==> config.mk <==
export PLATFORM = sky130hd
export DESIGN_NAME = colskip_mult
export DESIGN_NICKNAME = d
export VERILOG_FILES = /design/src/rtl/colskip_pkg.sv /design/src/rtl/colskip_gates.sv /design/src/rtl/colskip_ctrl.sv /design/src/rtl/colskip_dp.sv /design/src/rtl/colskip_mult.sv
export SDC_FILE = /design/constraint.sdc
export NUM_CORES = 1
export LEC_CHECK = 0
export CORE_AREA = 4 4 41 43
export DETAILED_ROUTE_END_ITERATION = 16
export DIE_AREA = 0 0 45 47
export PLACE_DENSITY = 0.78
export SLEW_MARGIN = 20
export SYNTH_ARGS = -nofsm -noshare
export SYNTH_HDL_FRONTEND = slang
export SYNTH_SLANG_ARGS = --single-unit
==> constraint.sdc <==
create_clock -name vclk -period 7.9
set_clock_uncertainty 0.15 [all_clocks]
set_input_delay 1.58 -clock vclk [all_inputs]
set_output_delay 1.58 -clock vclk [all_outputs]
set_load 0.05 [all_outputs]
==> src/rtl/colskip_pkg.sv <==
package colskip_pkg;
  // operand width of the multiplier
  parameter int unsigned OPW = 4;

  // strobes from control to datapath: one enable per adder diagonal
  typedef struct packed {
    logic [OPW-1:0] diagEn;
  } ctrl_t;
endpackage

==> src/rtl/colskip_gates.sv <==
// Reversible primitives. Every output is exposed; unused ones become garbage.

// controlled-controlled-NOT: r = a&b ^ c
module colskip_toffoli (
  input  logic a,
  input  logic b,
  input  logic c,
  output logic p,
  output logic q,
  output logic r
);
  assign p = a;
  assign q = b;
  assign r = (a & b) ^ c;
endmodule

// Peres cell: q = a^b, r = a&b ^ c
module colskip_peres (
  input  logic a,
  input  logic b,
  input  logic c,
  output logic p,
  output logic q,
  output logic r
);
  assign p = a;
  assign q = a ^ b;
  assign r = (a & b) ^ c;
endmodule

// four-line full-adder cell: r = sum, s = carry ^ d
module colskip_hng (
  input  logic a,
  input  logic b,
  input  logic c,
  input  logic d,
  output logic p,
  output logic q,
  output logic r,
  output logic s
);
  logic axb;
  assign axb = a ^ b;
  assign p = a;
  assign q = b;
  assign r = axb ^ c;
  assign s = (axb & c) ^ (a & b) ^ d;
endmodule

// reversible 2:1 mux: q = s ? b : a, r = s ? a : b
module colskip_pvmux (
  input  logic s,
  input  logic a,
  input  logic b,
  output logic p,
  output logic q,
  output logic r
);
  assign p = s;
  assign q = (~s & a) | (s & b);
  assign r = (s & a) | (~s & b);
endmodule

==> src/rtl/colskip_ctrl.sv <==
module colskip_ctrl
  import colskip_pkg::*;
(
  input  logic [OPW-1:0] xProp,
  output ctrl_t          ctl
);
  // a diagonal computes only when its multiplicand bit is set
  always_comb begin
    ctl.diagEn = xProp;
  end
endmodule

==> src/rtl/colskip_dp.sv <==
module colskip_dp
  import colskip_pkg::*;
#(
  localparam int unsigned N  = OPW,
  localparam int unsigned GW = (N - 1) + N + (N - 1) * N * 4 + N * 2 + 1
) (
  input  logic [N-1:0]   x,
  input  logic [N-1:0]   y,
  input  ctrl_t          ctl,
  output logic [N-1:0]   xProp,
  output logic [2*N-1:0] prod,
  output logic [GW-1:0]  garbage
);
  logic [N:0][N-1:0]     xChain;
  logic [N-2:0][N:0]     yChain;
  logic [N-1:0][N-1:0]   pp;
  logic [N-1:0]          gPeresQ;
  logic [N-1:1][N-1:0]   sumOut;
  logic [N-1:1][N-1:0]   carryOut;
  logic [N-1:1][N-1:0][3:0] gCell;
  logic [N-1:0][1:0]     gRip;
  logic [N:0]            rc;
  logic [N-2:0]          gYEnd;

  assign xChain[0] = x;

  // partial-product grid: x flows down the rows, y flows along each row
  for (genvar j = 0; j < N; j++) begin : g_ppRow
    if (j < N - 1) begin : g_tof
      assign yChain[j][0] = y[j];
      assign gYEnd[j]     = yChain[j][N];
      for (genvar i = 0; i < N; i++) begin : g_col
        colskip_toffoli uTof (
          .a(xChain[j][i]), .b(yChain[j][i]), .c(1'b0),
          .p(xChain[j+1][i]), .q(yChain[j][i+1]), .r(pp[j][i])
        );
      end
    end else begin : g_per
      for (genvar i = 0; i < N; i++) begin : g_col
        colskip_peres uPer (
          .a(xChain[j][i]), .b(y[j]), .c(1'b0),
          .p(xChain[j+1][i]), .q(gPeresQ[i]), .r(pp[j][i])
        );
      end
    end
  end

  assign xProp = xChain[N];

  // carry-save array with per-cell bypass multiplexers
  for (genvar j = 1; j < N; j++) begin : g_sumRow
    for (genvar i = 0; i < N; i++) begin : g_cell
      logic aIn;
      logic rawSum;
      if (i < N - 1) begin : g_aSrc
        if (j == 1) begin : g_first
          assign aIn = pp[0][i+1];
        end else begin : g_later
          assign aIn = sumOut[j-1][i+1];
        end
      end else begin : g_aTop
        assign aIn = 1'b0;
      end

      if (j == 1) begin : g_half
        colskip_peres uHa (
          .a(aIn), .b(pp[j][i]), .c(1'b0),
          .p(gCell[j][i][0]), .q(rawSum), .r(carryOut[j][i])
        );
        assign gCell[j][i][1] = 1'b0;
      end else begin : g_full
        colskip_hng uFa (
          .a(aIn), .b(pp[j][i]), .c(carryOut[j-1][i]), .d(1'b0),
          .p(gCell[j][i][0]), .q(gCell[j][i][1]),
          .r(rawSum), .s(carryOut[j][i])
        );
      end

      colskip_pvmux uMux (
        .s(ctl.diagEn[i]), .a(aIn), .b(rawSum),
        .p(gCell[j][i][2]), .q(sumOut[j][i]), .r(gCell[j][i][3])
      );
    end
  end

  // low product bits leave the array directly
  assign prod[0] = pp[0][0];
  for (genvar j = 1; j < N; j++) begin : g_lowBits
    assign prod[j] = sumOut[j][0];
  end

  // final ripple-carry merge
  assign rc[0] = 1'b0;
  for (genvar k = 0; k < N; k++) begin : g_ripple
    logic ra;
    if (k < N - 1) begin : g_ra
      assign ra = sumOut[N-1][k+1];
    end else begin : g_raTop
      assign ra = 1'b0;
    end
    if (k == 0) begin : g_ha
      colskip_peres uRha (
        .a(ra), .b(carryOut[N-1][k]), .c(1'b0),
        .p(gRip[k][0]), .q(prod[N+k]), .r(rc[k+1])
      );
      assign gRip[k][1] = rc[k];
    end else begin : g_fa
      colskip_hng uRfa (
        .a(ra), .b(carryOut[N-1][k]), .c(rc[k]), .d(1'b0),
        .p(gRip[k][0]), .q(gRip[k][1]), .r(prod[N+k]), .s(rc[k+1])
      );
    end
  end

  assign garbage = {rc[N], gRip, gCell, gPeresQ, gYEnd};
endmodule

==> src/rtl/colskip_mult.sv <==
module colskip_mult
  import colskip_pkg::*;
#(
  localparam int unsigned N = OPW
) (
  input  logic [N-1:0]   x,
  input  logic [N-1:0]   y,
  output logic [2*N-1:0] prod
);
  ctrl_t         ctl;
  logic [N-1:0]  xProp;
  logic [(N-1) + N + (N-1)*N*4 + N*2:0] garbage;

  colskip_dp uDp (
    .x(x), .y(y), .ctl(ctl), .xProp(xProp), .prod(prod), .garbage(garbage)
  );

  colskip_ctrl uCtrl (
    .xProp(xProp), .ctl(ctl)
  );
endmodule

==> results.md <==
- Status: finished, final reports clean
- Pin count of the biggest net entering global routing: 10
- I/O pin cnt: 16
- Pins Over Slew Limit: 0
- Die H: between 40 and 50 µm
- Via/cell ratio: around 4.6
- Worst Path Arrival: 5.80 ns
- Cts hold-fix bufs: 0
- PortBufs: 16
- Sequential power share: 0
- Drt initial violations: 1
- CP bufs+invs: 6
- Post-CTS Setup Inserts: 0
- Cell area after layout: 623 µm²
- P&R area growth vs syn: 19.1%
- Post-DP HPWL: 746 µm
- Register area share after synthesis: 0
- Post-cts sizing count: 0
- Core Util, Final: 0.479
- Fmax: 133 MHz
- Fin. Hold Viols: 0
- P_int: 0.0256 mW
- Grt total ovfl: 0
- Final min period: ~7.5 ns
- Post-synthesis area per instance: approximately 9 µm²
- Setup TNS: 0 ns
- GRT Overall Usage: 0.0892
- Most frequent cells in the layout: clkdlybuf4s50_1 (16), and2_1 (10), fa_1 (8), inv_1 (7)
- Period Utilization, post-route: 0.953
- Worst setup path class: input port to output pin
- Die area: 2120 µm²
- Initial antenna violation count: 0
- WHS: ~4.3 ns
- Comb power frac: 1.000
- ANT cells: 0
- Critical path's largest stage delay: just over 0.7 ns
- CP required: approximately 6.2 ns
- Power Dens Cells: between 100 and 150 nW/µm²
- Setup-failing EPs final: 0
- Storage cell area: 0 µm²
- Yosys synthesis warning count: 0
- Critical path endpoint category: output pin
- # rows: 13
- Non-filler cells in the finished layout: around 80
- Sw frac: 0.604
- Post-detailed-route count of antenna-violating nets: 0
- Worst path slowest cell: clkdlybuf4s50_1
- CP top delay family: adder cells
- # clk buffers: 0
- CP cell instances: clkdlybuf4s50_1 -> and2_1 -> ha_1 -> nand2_1 -> nand2_1 -> fa_1 -> inv_1 -> a22o_1 -> fa_1 -> inv_1 -> ha_1 -> inv_1 -> fa_1 -> inv_1 -> fa_1 -> clkdlybuf4s50_1
- Most common cell after layout, fill and taps aside: clkdlybuf4s50_1
- Worst Tran Pin Value: 0.514 ns
- Drt wl/cell: approximately 10 µm
- Leak Pwr: roughly 0.3 nW
- Drt total wl: 791 µm
- Synth cell types: 16
- Placed Instance Area: roughly 620 µm²
- Max cap viols: 0
- Clock power frac: 0
- Seq cells: 0
- Hold Path Class: input port to output pin
- Maximum vdd drop: 58.2 µV
- Synth Net Count: 78
- Rel. slew slack: 0.656
- Share of layout cells above drive strength 1: 0.111
- Mapped cell area: roughly 520 µm²
- CORE AREA: around 1300 µm²
- CP Launch Type: input port
- Sw Pwr: slightly below 0.04 mW
- Crit-path max FO: 9
- First-pass GRT wire length: between 1000 and 1500 µm
- Drt drc: 0
- Starting Density: 0.402
- Final #Nets: 85
- Layout fillers: between 100 and 150
- Global placement routability congestion: between 0.7 and 0.8
- Unrepaired setup endpoints after global routing: false
- Via count: ~360
- Post-Place Cells: 78
- Vias in the first global route: around 350
- DIE WIDTH: between 40 and 50 µm
- Drt pass-1 iters: 2
- Post-Syn Instances: slightly below 60
## metrics by stage
stage / total power, mW / worst slack [ns]
global placement: 0.0643 / 0.363
floorplan: 0.0546 / 1.51
CTS: 0.0658 / 0.321
detailed placement: 0.0655 / 0.327
global route: 0.0706 / 0.100
finish: 0.0648 / 0.372
## cell type report
class                           instances  area [µm²]  area share
Multi-Input combinational cell         40         418       0.671
Timing Repair Buffer                   16         160       0.257
Inverter                                7        26.3      0.0422
Tap cell                               15        18.8      0.0301
## routing by layer
layer  routed length (µm)  GRT usage
met1                  324      0.110
met2                  407      0.178
met3                   59    0.00766
met4                    0          0
met5                    0          0
## final timing paths
| path | cells after the start | end | from |
|---|---|---|---|
| worst max-delay path | 16 | prod[6] | x[2] |
| worst min-delay path | 3 | prod[0] | y[0] |
## synth_stat cells, drive strengths merged
cell,count,share of area
nand2,4,0.029
a21oi,1,0.0096
ha,4,0.096
mux2,3,0.072
nand3b,1,0.014
and2,14,0.18
clkbuf,2,0.014
fa,8,0.31
inv,7,0.050
buf,9,0.14
mux2i,4,0.077
a22o,1,0.017
## cell families after synthesis
group           Yosys count  share of synthesized area
fa+ha+maj                12                      0.402
compound gates            2                     0.0263
simple gates             19                      0.222
mux                       7                      0.148
buf+inv                  18                      0.201
## power by group through the flow
| stage | Combinational (mW) | Clock, mW | Sequential (mW) |
|---|---|---|---|
| floorplan | 0.0546 | 0 | 0 |
| global placement | 0.0643 | 0 | 0 |
| detailed placement | 0.0655 | 0 | 0 |
| CTS | 0.0658 | 0 | 0 |
| global route | 0.0706 | 0 | 0 |
| finish | 0.0648 | 0 | 0 |
(Power assumes the default switching activity.)
